[config.mk]
export PLATFORM = sky130hd
export DESIGN_NAME = keyed_watchdog
export DESIGN_NICKNAME = d
export VERILOG_FILES = /design/src/rtl/kwd_pkg.sv /design/src/rtl/kwd_regs.sv /design/src/rtl/kwd_counter.sv /design/src/rtl/kwd_alarm.sv /design/src/rtl/keyed_watchdog.sv
export SDC_FILE = /design/constraint.sdc
export NUM_CORES = 1
export LEC_CHECK = 0
export BUFFER_PORTS_ARGS = -buffer_cell sky130_fd_sc_hd__clkbuf_2
export CELL_PAD_IN_SITES_DETAIL_PLACEMENT = 0
export CELL_PAD_IN_SITES_GLOBAL_PLACEMENT = 1
export CORE_ASPECT_RATIO = 1.75
export CORE_MARGIN = 3
export CORE_UTILIZATION = 44
export DETAILED_ROUTE_END_ITERATION = 10
export HOLD_SLACK_MARGIN = 0.02
export PLACE_DENSITY = 0.92
export SLEW_MARGIN = 10
export SYNTH_ARGS = -nofsm -noshare
export SYNTH_HDL_FRONTEND = slang
export SYNTH_SLANG_ARGS = --single-unit
[constraint.sdc]
create_clock -name clk -period 7.9 [get_ports clk]
set_clock_uncertainty 0.2 [all_clocks]
set_input_delay 0.79 -clock clk [delete_from_list [all_inputs] [get_ports clk]]
set_output_delay 0.79 -clock clk [all_outputs]
set_load 0.02 [all_outputs]
[src/rtl/kwd_pkg.sv]
package kwd_pkg;
    localparam int BUS_W  = 32;
    localparam int ADDR_W = 12;

    localparam logic [ADDR_W-1:0] OFS_LOAD   = 12'h000;
    localparam logic [ADDR_W-1:0] OFS_COUNT  = 12'h004;
    localparam logic [ADDR_W-1:0] OFS_CTRL   = 12'h008;
    localparam logic [ADDR_W-1:0] OFS_CLEAR  = 12'h00C;
    localparam logic [ADDR_W-1:0] OFS_STATUS = 12'h014;
    localparam logic [ADDR_W-1:0] OFS_LOCK   = 12'hC00;

    localparam logic [BUS_W-1:0] UNLOCK_KEY = 32'h1ACC_E551;

    // bit 1 = run (counter and interrupt), bit 0 = reset enable
    typedef struct packed {
        logic run;
        logic rst_en;
    } ctrl_t;

    typedef enum logic [2:0] {
        SEL_NONE, SEL_LOAD, SEL_COUNT, SEL_CTRL, SEL_CLEAR, SEL_STATUS, SEL_LOCK
    } reg_sel_e;

    typedef struct packed {
        logic load_wr;
        logic clear_wr;
    } cmd_t;

    function automatic reg_sel_e decode_addr(input logic [ADDR_W-1:0] a);
        case (a)
            OFS_LOAD:   return SEL_LOAD;
            OFS_COUNT:  return SEL_COUNT;
            OFS_CTRL:   return SEL_CTRL;
            OFS_CLEAR:  return SEL_CLEAR;
            OFS_STATUS: return SEL_STATUS;
            OFS_LOCK:   return SEL_LOCK;
            default:    return SEL_NONE;
        endcase
    endfunction
endpackage

[src/rtl/kwd_regs.sv]
module kwd_regs
    import kwd_pkg::*;
#(
    parameter int CNT_W = 32
) (
    input  logic                      clk,
    input  logic                      rst,
    input  logic                      psel,
    input  logic                      penable,
    input  logic                      pwrite,
    input  logic [ADDR_W-1:0]         paddr,
    input  logic [BUS_W-1:0]          pwdata,
    input  logic [CNT_W-1:0]          count,
    input  logic                      pending,
    output logic [BUS_W-1:0]          prdata,
    output ctrl_t                     ctrl,
    output cmd_t                      cmd,
    output logic [CNT_W-1:0]          reload_val
);
    logic             locked_q;
    logic [CNT_W-1:0] load_q;
    ctrl_t            ctrl_q;
    logic             wr;
    reg_sel_e         sel;

    assign wr  = psel && penable && pwrite;
    assign sel = decode_addr(paddr);

    always_ff @(posedge clk) begin
        if (rst) begin
            locked_q <= 1'b1;
            load_q   <= '1;
            ctrl_q   <= '0;
        end else if (wr) begin
            if (sel == SEL_LOCK) begin
                locked_q <= (pwdata != UNLOCK_KEY);
            end else if (!locked_q) begin
                if (sel == SEL_LOAD) load_q <= pwdata[CNT_W-1:0];
                if (sel == SEL_CTRL) ctrl_q <= ctrl_t'(pwdata[1:0]);
            end
        end
    end

    always_comb begin
        cmd.load_wr  = wr && !locked_q && (sel == SEL_LOAD);
        cmd.clear_wr = wr && !locked_q && (sel == SEL_CLEAR);
        reload_val   = cmd.load_wr ? pwdata[CNT_W-1:0] : load_q;
    end

    assign ctrl = ctrl_q;

    always_comb begin
        prdata = '0;
        case (sel)
            SEL_LOAD:   prdata = BUS_W'(load_q);
            SEL_COUNT:  prdata = BUS_W'(count);
            SEL_CTRL:   prdata = BUS_W'(ctrl_q);
            SEL_STATUS: prdata = BUS_W'(pending);
            SEL_LOCK:   prdata = BUS_W'(locked_q);
            default:    prdata = '0;
        endcase
    end


    locked_write_ignored_chk: assert property (@(posedge clk) disable iff (rst)
        (locked_q && wr && sel != SEL_LOCK) |=> ($stable(load_q) && $stable(ctrl_q)));
endmodule

[src/rtl/kwd_counter.sv]
module kwd_counter #(
    parameter int CNT_W = 32
) (
    input  logic             clk,
    input  logic             rst,
    input  logic             run,
    input  logic             reload,
    input  logic [CNT_W-1:0] reload_val,
    output logic [CNT_W-1:0] count,
    output logic             expire
);
    logic [CNT_W-1:0] cnt_q;
    logic             at_zero;

    assign at_zero = (cnt_q == '0);
    assign expire  = run && !reload && at_zero;

    always_ff @(posedge clk) begin
        if (rst) begin
            cnt_q <= '1;
        end else if (reload || expire) begin
            cnt_q <= reload_val;
        end else if (run) begin
            cnt_q <= cnt_q - 1'b1;
        end
    end

    assign count = cnt_q;


    halted_count_stable_chk: assert property (@(posedge clk) disable iff (rst)
        (!run && !reload) |=> $stable(cnt_q));
endmodule

[src/rtl/kwd_alarm.sv]
module kwd_alarm (
    input  logic clk,
    input  logic rst,
    input  logic expire,
    input  logic clear,
    input  logic rst_en,
    output logic pending,
    output logic rst_req
);
    logic pend_q;
    logic req_q;

    always_ff @(posedge clk) begin
        if (rst) begin
            pend_q <= 1'b0;
            req_q  <= 1'b0;
        end else begin
            if (clear)       pend_q <= 1'b0;
            else if (expire) pend_q <= 1'b1;
            if (expire && pend_q && !clear && rst_en) req_q <= 1'b1;
        end
    end

    assign pending = pend_q;
    assign rst_req = req_q;


    reset_request_sticky_chk: assert property (@(posedge clk) disable iff (rst)
        req_q |=> req_q);


    reset_needs_pending_chk: assert property (@(posedge clk) disable iff (rst)
        $rose(req_q) |-> ($past(pend_q) && $past(rst_en) && $past(expire)));


    pending_from_expiry_chk: assert property (@(posedge clk) disable iff (rst)
        $rose(pend_q) |-> $past(expire));
endmodule

[src/rtl/keyed_watchdog.sv]
module keyed_watchdog
    import kwd_pkg::*;
#(
    parameter int CNT_W = 32
) (
    input  logic              clk,
    input  logic              rst,
    input  logic              psel,
    input  logic              penable,
    input  logic              pwrite,
    input  logic [11:0]       paddr,
    input  logic [31:0]       pwdata,
    output logic [31:0]       prdata,
    output logic              irq,
    output logic              rst_req
);
    ctrl_t            ctrl;
    cmd_t             cmd;
    logic [CNT_W-1:0] reload_val;
    logic [CNT_W-1:0] count;
    logic             expire;
    logic             pending;

    kwd_regs #(.CNT_W(CNT_W)) u_regs (
        .clk(clk), .rst(rst), .psel(psel), .penable(penable), .pwrite(pwrite),
        .paddr(paddr), .pwdata(pwdata), .count(count), .pending(pending),
        .prdata(prdata), .ctrl(ctrl), .cmd(cmd), .reload_val(reload_val)
    );

    kwd_counter #(.CNT_W(CNT_W)) u_counter (
        .clk(clk), .rst(rst), .run(ctrl.run),
        .reload(cmd.load_wr || cmd.clear_wr),
        .reload_val(reload_val), .count(count), .expire(expire)
    );

    kwd_alarm u_alarm (
        .clk(clk), .rst(rst), .expire(expire), .clear(cmd.clear_wr),
        .rst_en(ctrl.rst_en), .pending(pending), .rst_req(rst_req)
    );

    assign irq = pending;


    no_expiry_when_halted_chk: assert property (@(posedge clk) disable iff (rst)
        !ctrl.run |-> !expire);
endmodule

# Word level (Yosys, flattened, before mapping)
# Index checks and enable logic that the tools add are counted.
# word_totals
ff_bits	69
mem_bits_rw	0
latch_bits	0
romBits	0
output_inout_bits	34
mem_count	0
# op_classes
add_sub_neg	1
n_div	0
n_eq_ne	12
shifts	0
bitwise	2
muxes	5
reduce_logical	22
order_cmp	0
n_mul	0
# op_table
cell	count
case mux 32 bit (5 select lines)	1
two-way mux 32 bit	3
zero test 32 bit	1
inequality test 32 x 29 -> 1 bit (second input constant)	1
subtractor 32 x 1 -> 32 bit (second input constant)	1
equality test 12 x 4 -> 1 bit (second input constant)	2
case mux 3 bit (6 select lines)	1
equality test 12 bit (second input constant)	1
equality test 12 x 3 -> 1 bit (second input constant)	1
equality test 12 x 5 -> 1 bit (second input constant)	1
zero test 12 bit	1
logical AND 1 bit	10
equality test 3 bit (second input constant)	3
AND reduction 4 bit	2
equality test 3 x 2 -> 1 bit (second input constant)	2
equality test 3 x 1 -> 1 bit (second input constant)	1
zero test 1 bit	3
logical OR 1 bit	2
NOT 1 bit	2
AND reduction 2 bit	1
nonzero test 2 bit	1
OR reduction 2 bit	1

# Depth between registers and ports, before layout
# Gate-level depths: netlist of run 1.
# depth
word_depth	11
ltp_mapped	10
ltp_nobuf	7

# Hierarchy
# From an unflattened synthesis of run 1, not the netlist that was laid out.
# hier_totals
cells_unflattened	499
hier_area_um2	4292.9
# by_module_without_submodules
module	n_inst	cells_each	area_each_um2	seq_area_each_um2
kwd_regs	1	267	2371.0	700.7
kwd_counter	1	224	1849.3	640.6
kwd_alarm	1	7	66.3	40.0
keyed_watchdog	1	1	6.3	0.0

# Worst setup path after synthesis of run 1
# OpenSTA, ideal clock, no wires.
# synth_timing
path_kind	input to output
start	input paddr[1]
end	output prdata[10]
t_required_ns	6.910
n_path_buf	2
stages	6
arrival_ns	2.662
setup_slack_ns	4.248
cell_sequence	or4_1 -> or3_1 -> clkbuf_1 -> nor3b_1 -> clkbuf_1 -> a22o_1
# synth_between
elab_chain_len	4
# synth_lines
item	line_no	source
start, declared	keyed_watchdog.sv:11	input logic [11:0] paddr,
equality test 12 bit, or another cell as far along	kwd_pkg.sv:30	case (a)
case mux 3 bit (6 select lines) *	kwd_pkg.sv:30	
equality test 3 bit, or another cell as far along	kwd_regs.sv:54	case (sel)
case mux 32 bit (5 select lines) *	kwd_regs.sv:54	
end, declared	keyed_watchdog.sv:13	output logic [31:0] prdata,
# Mark *: on every way between the ends. The rest lies on a longest branch, timed or not.

# Worst setup path in the final report of run 1
# layout_timing
start	input paddr[1]
end	output prdata[29]
# The elaborated chain is that of the path after synthesis.

==> impl_results.md, run 1 <==
- Status: completed
- Setup bufs post-CTS: 0
- Grt ovf: 0
- Cts repair resizes: 0
- Startpoint class of the critical path: primary input
- Leak: 1.76 nW
- Worst setup EP type: primary output
- Clock transition at the registers of the reported paths: 50 ps
- Final WL: 10600 microns
- Slew margin rel.: 0.283
- Initial DRC count: 141
- I/O pin cnt: 83
- Unrepaired setup endpoints after global routing: no
- Slew Limit Fails: 0
- Initial antenna violation count: 0
- Synth Net Count: 508
- Final Non-Filler Cells: 637
- ANT cells: 0
- Initial Util: 0.456
- Vias in the first global route: 3788
- Share of the synthesized area in the top cell type: 0.345
- CTS tree: done
- Die H: 132 microns
- Post-Place Cells: 621
- Critical Path RT: 6910 ps
- Num CTS Buffers: 9
- WP data arrival: 3490 ps
- Largest net degree at the start of global routing: 48
- ANT nets after route: 0
- Asr flop ratio synth: 0
- Clk sinks: 69
- Mapped Cells: 458
- Cts hold-fix bufs: 0
- Final Worst Setup Slack: 3420 ps
- Worst-Skew Late Latency: 340 ps
- DP Wirelength: 7550 microns
- Routed len/inst: 16.7 microns
- Setup Crit Path Kind: primary input to primary output
- Syn Area/Cell: 8.75 sq um
- First-pass GRT wire length: 17800 microns
- Power density cells: 162 nW/um^2
- Share of cells above drive strength 1: 0.246
- Fin crit period: 4480 ps
- H-tree depth: 3
- Final Wtd Congestion: 0.829
- Pre-CTS setup slack: 3440 ps
- Final core utilization: 0.533
- Layout Nets: 565
- Port Buf Inserts: 82
- Vias per std cell: 5.71
- Area Growth Syn to Fin: 16.9%
- Unique masters post-synth: 46
- Slew at the pin with the worst max-slew slack: 1080 ps
- Remaining routing DRC violations: 0
- Main area contributors after synthesis: dfxtp_1 (34%), a22o_1 (6.6%), mux2i_1 (5.0%)
- Seq/Total Area, Yosys: 0.345
- Max_cap viols: 0
- Total negative slack: 0 ps
- Core Footprint: 8780 sq um
- YS warnings: 0
- Highest clock rate: 0.223 GHz
- Total GRT Usage: 0.215
- Final Hold Slack: 252 ps
- VDD IR max: 0.000120 V
- Total power: 0.758 mW
- Core Rows: 45
- Design area: 4680 sq um
- Final count of hold timing violations: 0
- Post-Synthesis Cell Area: 4010 sq um
- Clk buf depth: 2
- Die width: 78.2 microns
- Prevailing post-synth register cell: dfxtp_1
- Via count: 3637
- Setup violations, final: 0
- CP max FO: 16
- Final Cycle Share: 0.567
- Yosys reg bits: 69
- Post-synth top area cell: dfxtp_1
- Clock root buffer: clkbuf_16
- DRT Pass-1 Iters: 4
- Worst Hold Class: flop to flop
- Post-DP Area: 4400 sq um
- Number of flops mapped to enable cells by yosys: 0
- Die ar.: 10300 sq um
==> sequential cells by signal (all words and copies together), names as in the netlist <==
register,cells
u_regs.load_q,32
u_alarm.rst_req,1
u_regs.ctrl,2
u_counter.count,32
u_regs.locked_q,1
u_alarm.pending,1
==> worst max-delay path, stage by stage <==
cell and delay, ps:
clkbuf_2 70, or4_1 560, or3_1 480, nor3b_2 850, buf_4 380, a22o_1 170
clkbuf_2 170
==> path summary, 6_finish.rpt <==
path / start / end / slack, ps / cells past startpoint
setup / recovery: paddr[1] / prdata[29] / 3420 / 7
hold / removal: u_alarm.rst_req$_SDFFE_PP0P_ / u_alarm.rst_req$_SDFFE_PP0P_ / 250 / 2
setup reg to reg: u_counter.count[2]$_SDFFE_PP1P_ / u_counter.count[0]$_SDFFE_PP1P_ / 4050 / 5
hold reg to reg: u_alarm.rst_req$_SDFFE_PP0P_ / u_alarm.rst_req$_SDFFE_PP0P_ / 250 / 2
==> logic make-up after synthesis <==
family / synth area share
XOR/XNOR: 0.0240
buffers and inverters: 0.0843
multiplexers: 0.112
adder cells (fa/ha/maj): 0.00312
flip-flops: 0.345
AND/OR/NAND/NOR: 0.244
AO/OA/AOI/OAI: 0.189
==> where the power goes <==
part	leakage (nW)	switching, mW	internal (mW)	total, mW
clock network	0.132	0.157	0.222	0.379
registers	0.558	0.000000309	0.348	0.348
logic	1.07	0.0175	0.0129	0.0304
total	1.76	0.174	0.583	0.758
==> area by class of cell <==
cell class,instances,area [sq um]
clock buffers,10,239
clock inverters,6,45.0
fillers,857,4100
inverters,36,135
multi-input cells,314,2300
flip-flops and latches,69,1380
well taps,117,146
repair buffers,85,433
==> synthesized netlist by cell type (11+ instances only) <==
cell type and number:
nand2_1 32, or4_1 13, mux2i_1 20, and2_1 19
nor3_1 22, nor2_1 11, clkbuf_1 33, o21ai_0 11
o211ai_1 15, nor4_1 16, dfxtp_1 69, inv_1 36
mux2_4 12, or3_1 14, a211oi_1 18, a22o_1 30
==> routing by layer <==
layer | up-vias | global-route usage | wire, microns
met5 | - | 0 | 0
met4 | 0 | 0.0924 | 252
met3 | 22 | 0.0445 | 418
met2 | 86 | 0.396 | 5810
met1 | 1734 | 0.231 | 4160
li1 | 1795 | - | -
==> placed cells by master (no fill, tap or decap), types with 7 or more instances in the layout <==
cell and n:
a22o_1 30, clkbuf_2 82, o31a_1 7, clkbuf_16 9, inv_1 36, a211oi_1 18, nand2_1 32, nor3_1 22
o21ai_0 11, xnor2_1 7, and2_1 19, mux2i_1 20, a21oi_1 7, or4_1 13, mux2_4 12, or3_1 13
o211ai_1 15, dfxtp_1 69, nor2_1 10, nor4_1 15
Power figures use the tool's default switching activity.
==> run 2: changes to the inputs <==
CORE_UTILIZATION = 37   (was 44)
PLACE_DENSITY = 0.83   (was 0.92)
clock period = 3.9 ns   (was 7.9 ns; I/O delays follow)
==> run 2 against run 1 <==
Effect of this change:
- sequential cell count is the same
- final cell count grew 2.0%
- first-iteration DRC count grew 34%
- critical path type is now flop to flop
- clock power grew 120%
- sequential share of layout area shrank 0.49 points
- total power grew 110%
==> impl_results.md, run 2 (synthesis results as in run 1) <==
- Status: completed
- Fin crit period: 3240 ps
- ANT cells: 0
- Largest net degree at the start of global routing: 47
- Met3 Usage GRT: 0.0407
- Most common cell after layout, fill and taps aside: clkbuf_2
- CP Buf/Inv Count: 1
- Layout Nets: 570
- Cts repair resizes: 0
- Vias in the first global route: 3615
- Critical Path RT: 3920 ps
- Filler cells: 1042
- CP max stage delay: 710 ps
- DRT Pass-1 Iters: 4
- Largest delay share family, worst path: simple AND/OR/NAND/NOR gates
- Final core utilization: 0.457
- Most frequent cells in the layout: clkbuf_2 (82), dfxtp_1 (69), inv_1 (36)
- Power density cells: 334 nW/um^2
- I/O pin cnt: 83
- Total GRT Usage: 0.186
- Area Growth Syn to Fin: 18.8%
- Crit path cell chain: or4_1 > or4_4 > nor4_4 > or3_2 > buf_12 > mux2_2
- First-pass GRT wire length: 18000 microns
- Setup bufs post-CTS: 0
- Grt ovf: 0
- RR Endpoint: u_counter.count[1]$_SDFFE_PP1P_
- ANT nets after route: 0
- GR peak layer: met2
- Clock transition at the registers of the reported paths: 50 ps
- Startpoint class of the critical path: flop
- Reg2reg start: u_counter.count[2]$_SDFFE_PP1P_
- R2R setup slack: 660 ps
- Share of cells above drive strength 1: 0.249
- Initial Util: 0.385
- Reg2Reg Depth: 6
- Final Cycle Share: 0.830
- Routed len/inst: 16.9 microns
- Max_cap viols: 0
- Met1 usage: 0.201
- Worst Hold Class: primary input to flop
- Remaining routing DRC violations: 0
- Initial antenna violation count: 0
- Unrepaired setup endpoints after global routing: no
- Final count of hold timing violations: 0
- Die H: 144 microns
- Clk sinks: 69
- Critical path depth: 6
- WP data arrival: 3260 ps
- Worst setup EP type: flop
- Clock root buffer: clkbuf_16
- Setup Crit Path Kind: flop to flop
- Worst-Skew Late Latency: 330 ps
- Clk buf depth: 2
- Final Hold Slack: 124 ps
- Die width: 84.7 microns
- Vias per std cell: 5.61
- Slowest-stage cell, CP: or4_4
- CP max FO: 23
- Cts hold-fix bufs: 0
- DP Wirelength: 7880 microns
- Routing usage on met2: 0.349
- VDD IR max: 0.000210 V
- Die ar.: 12200 sq um
- Core Rows: 49
- Highest clock rate: 0.309 GHz
- Final Wtd Congestion: 0.842
- Num CTS Buffers: 9
- Core Footprint: 10400 sq um
- H-tree depth: 3
- Slew at the pin with the worst max-slew slack: 800 ps
- Total negative slack: 0 ps
- Worst setup endpoint: u_counter.count[1]$_SDFFE_PP1P_
- Via count: 3645
- Port Buf Inserts: 82
- Final WL: 11000 microns
- CTS tree: done
- Setup violations, final: 0
- Leak: 1.80 nW
- Total power: 1.59 mW
- Slew margin rel.: 0.467
- Slew Limit Fails: 0
- Initial DRC count: 189
- Crit path from: u_counter.count[2]$_SDFFE_PP1P_
run 2: how the worst min path moves through the flow:
stage,depth (start not counted),slack (ps),end,from
2_1_floorplan,2,240,u_regs.load_q[14]$_SDFFE_PP1P_,u_regs.load_q[14]$_SDFFE_PP1P_
3_3_place_gp,2,240,u_alarm.rst_req$_SDFFE_PP0P_,u_alarm.rst_req$_SDFFE_PP0P_
3_5_place_dp,2,240,u_alarm.rst_req$_SDFFE_PP0P_,u_alarm.rst_req$_SDFFE_PP0P_
4_1_cts,3,120,u_regs.ctrl[1]$_SDFFE_PP0P_,pwdata[1]
5_1_grt,3,150,u_regs.load_q[5]$_SDFFE_PP1P_,pwdata[5]
6_report,3,120,u_regs.ctrl[1]$_SDFFE_PP0P_,pwdata[1]
run 2: worst min-delay path, cell delays in order:
cell and delay, ps:
clkbuf_2 100, nand2_1 60, a21oi_1 50
run 2: per-stage QoR:
step                      std cells  worst slack, ps  instance area (sq um)
after global routing            650              543                   4760
after CTS                       650              658                   4760
after floorplan                 458              945                   4010
final                           650              663                   4760
after detailed placement        636              670                   4460
after global placement          636              753                   4460
run 2: layout make-up:
class	instances	area, sq um	area share
Inverter	36	135	0.0284
Timing Repair Buffer	90	483	0.101
Clock inverter	1	30.0	0.00630
Sequential cell	69	1380	0.290
Clock buffer	13	270	0.0567
Tap cell	127	159	0.0334
Multi-Input combinational cell	314	2300	0.484
run 2: routing by layer:
layer | vias up | share of wire
met5 | - | 0
met4 | 0 | 0.022
met3 | 16 | 0.036
met2 | 71 | 0.56
met1 | 1747 | 0.39
li1 | 1811 | -
run 2: power breakdown:
part | switching (mW) | internal, mW
combinational | 0.0354 | 0.0273
sequential | 0.000000565 | 0.706
clock | 0.281 | 0.540
total | 0.317 | 1.27
==> run 3: changes to the inputs <==
ABC_AREA = 1   (was default)
CORE_UTILIZATION = 38   (was 37)
PLACE_DENSITY = 0.87   (was 0.83)
clock period = 3 ns   (was 3.9 ns; I/O delays follow)
==> run 3 against run 2 <==
Effect of this change:
- final cell count rose by 53%
- critical path depth rose by 4
- combinational power rose by 35%
- via count rose by 41%
- die area rose by 11%
- largest cell class unchanged
- critical endpoint is now prdata[22]
==> impl_results.md, run 3 <==
- Leak: 2.79 nW
- Destination of the worst hold path: u_regs.load_q[28]$_SDFFE_PP1P_
- Number of flops mapped to enable cells by yosys: 0
- First-pass GRT wire length: 25400 microns
- Die width: 89.0 microns
- CP max FO: 20
- Most common cell after layout, fill and taps aside: nand2_1
- Max_cap viols: 0
- Setup Crit Path Kind: primary input to primary output
- WP data arrival: 2070 ps
- Post-DP Area: 5090 sq um
- Status: completed
- Seq/Total Area, Yosys: 0.301
- Clk sinks: 69
- Share of the synthesized area in the top cell type: 0.301
- Setup bufs post-CTS: 0
- CTS tree: done
- Clock root buffer: clkbuf_16
- Critical Path RT: 2500 ps
- VDD IR max: 0.000312 V
- Clk buf depth: 2
- Slew margin rel.: 0.587
- Final Hold Slack: 41.5 ps
- Count leader, synth: nand2_1
- Startpoint class of the critical path: primary input
- Fin crit period: 2570 ps
- Prevailing post-synth register cell: dfxtp_1
- Slew at the pin with the worst max-slew slack: 618 ps
- Worst setup EP type: primary output
- Final WL: 16000 microns
- Layout Nets: 903
- RR Endpoint: u_counter.count[26]$_SDFFE_PP1P_
- Vias in the first global route: 5060
- Largest net degree at the start of global routing: 55
- Die H: 151 microns
- Power density cells: 420 nW/um^2
- Clock transition at the registers of the reported paths: 60 ps
- Post-Place Cells: 977
- Design area: 5450 sq um
- DRT Pass-1 Iters: 5
- Cts repair resizes: 0
- Final Wtd Congestion: 0.943
- Hold Startpoint: pwdata[28]
- Core Footprint: 11700 sq um
- Core Rows: 52
- YS warnings: 0
- Worst Hold Class: primary input to flop
- Cts hold-fix bufs: 0
- Final Cycle Share: 0.858
- Area Growth Syn to Fin: 18.8%
- Remaining routing DRC violations: 0
- Num CTS Buffers: 9
- Post-Synthesis Cell Area: 4580 sq um
- Unrepaired setup endpoints after global routing: no
- Vias per std cell: 5.19
- Most frequent cells in the layout: nand2_1 (310), nor2_1 (84), inv_1 (83)
- Main area contributors after synthesis: dfxtp_1 (30%), nand2_1 (25%), nor2_1 (6.9%)
- Worst-Skew Late Latency: 340 ps
- ANT nets after route: 0
- Commonest cells post-synth: nand2_1 (310), nor2_1 (84), inv_1 (83)
- H-tree depth: 3
- Hold path cells: 3
- R2R setup slack: 660 ps
- Unique masters post-synth: 27
- Routed len/inst: 16.1 microns
- Reg2reg start: u_counter.count[0]$_SDFFE_PP1P_
- Mapped Cells: 783
- Multi-input logic area: 2700 sq um
- I/O pin cnt: 83
- DP Wirelength: 12200 microns
- Port Buf Inserts: 82
- Die ar.: 13500 sq um
- Sequential cell area: 1380 sq um
- Share of cells above drive strength 1: 0.154
- ANT cells: 0
- Highest clock rate: 0.389 GHz
- Total negative slack: 0 ps
- Final count of hold timing violations: 0
- Via count: 5157
- Total GRT Usage: 0.249
- Filler cells: 1319
- Grt ovf: 0
- Initial DRC count: 372
- Total power: 2.29 mW
- Setup violations, final: 0
- Post-synth top area cell: dfxtp_1
- Asr flop ratio synth: 0
- Slew Limit Fails: 0
- Yosys reg bits: 69
- Synth Net Count: 833
- Syn Area/Cell: 5.85 sq um
- Final Non-Filler Cells: 993
- Initial Util: 0.391
- Initial antenna violation count: 0
- Reg2Reg Depth: 12
==> run 3: layout make-up <==
class	instances	share of cell area
Timing Repair Buffer	92	0.0937
Inverter	88	0.0606
Tap cell	135	0.0310
Sequential cell	69	0.254
Clock buffer	11	0.0464
Multi-Input combinational cell	593	0.495
Clock inverter	5	0.0195
==> run 3: worst max path at each step <==
stage	from	end	slack [ps]	depth (start not counted)
3_3_place_gp	paddr[5]	prdata[15]	420	10
5_1_grt	paddr[7]	prdata[11]	200	10
3_5_place_dp	paddr[5]	prdata[15]	420	10
4_1_cts	paddr[5]	prdata[15]	410	10
2_1_floorplan	paddr[5]	prdata[10]	830	8
6_report	paddr[5]	prdata[22]	430	10
==> run 3: cell families (layout without fill, tap and decap cells) <==
| group | after synthesis | in the layout | synth area share |
|---|---|---|---|
| and+or+nand+nor | 457 | 457 | 0.405 |
| buffers and inverters | 121 | 196 | 0.111 |
| AOI/OAI and AO/OA | 110 | 110 | 0.132 |
| DFF | 69 | 69 | 0.301 |
| xor gates and xnor gates | 25 | 25 | 0.0478 |
| adders and majority gates | 1 | 1 | 0.00273 |
==> run 3: worst max-delay path, stage by stage <==
cell	delay, ps
clkbuf_2	90
nor2_1	90
nand2_1	130
nor2_1	150
o21ai_0	150
nor2_1	220
inv_1	230
buf_12	220
o21ai_0	250
clkbuf_2	230
==> run 3: through the flow <==
| stage | setup WS [ps] | utilization |
|---|---|---|
| finish | 426 | 0.465 |
| global route | 204 | 0.465 |
| CTS | 412 | 0.465 |
| detailed placement | 418 | 0.434 |
| global placement | 420 | 0.434 |
| floorplan | 828 | - |
==> run 3: power breakdown <==
group	leakage [nW]	total, mW	switching (mW)	internal, mW
Sequential	0.558	0.916	0.000000314	0.916
Clock	0.172	1.28	0.426	0.859
Combinational	2.06	0.0849	0.0526	0.0324
Total	2.79	2.29	0.478	1.81
==> run 3: routing by layer <==
layer	GRT usage	routed length (microns)	part of all wire
met4	0.142	956	0.060
met5	0	0	0
met3	0.0332	590	0.037
met2	0.451	8380	0.52
met1	0.269	6060	0.38
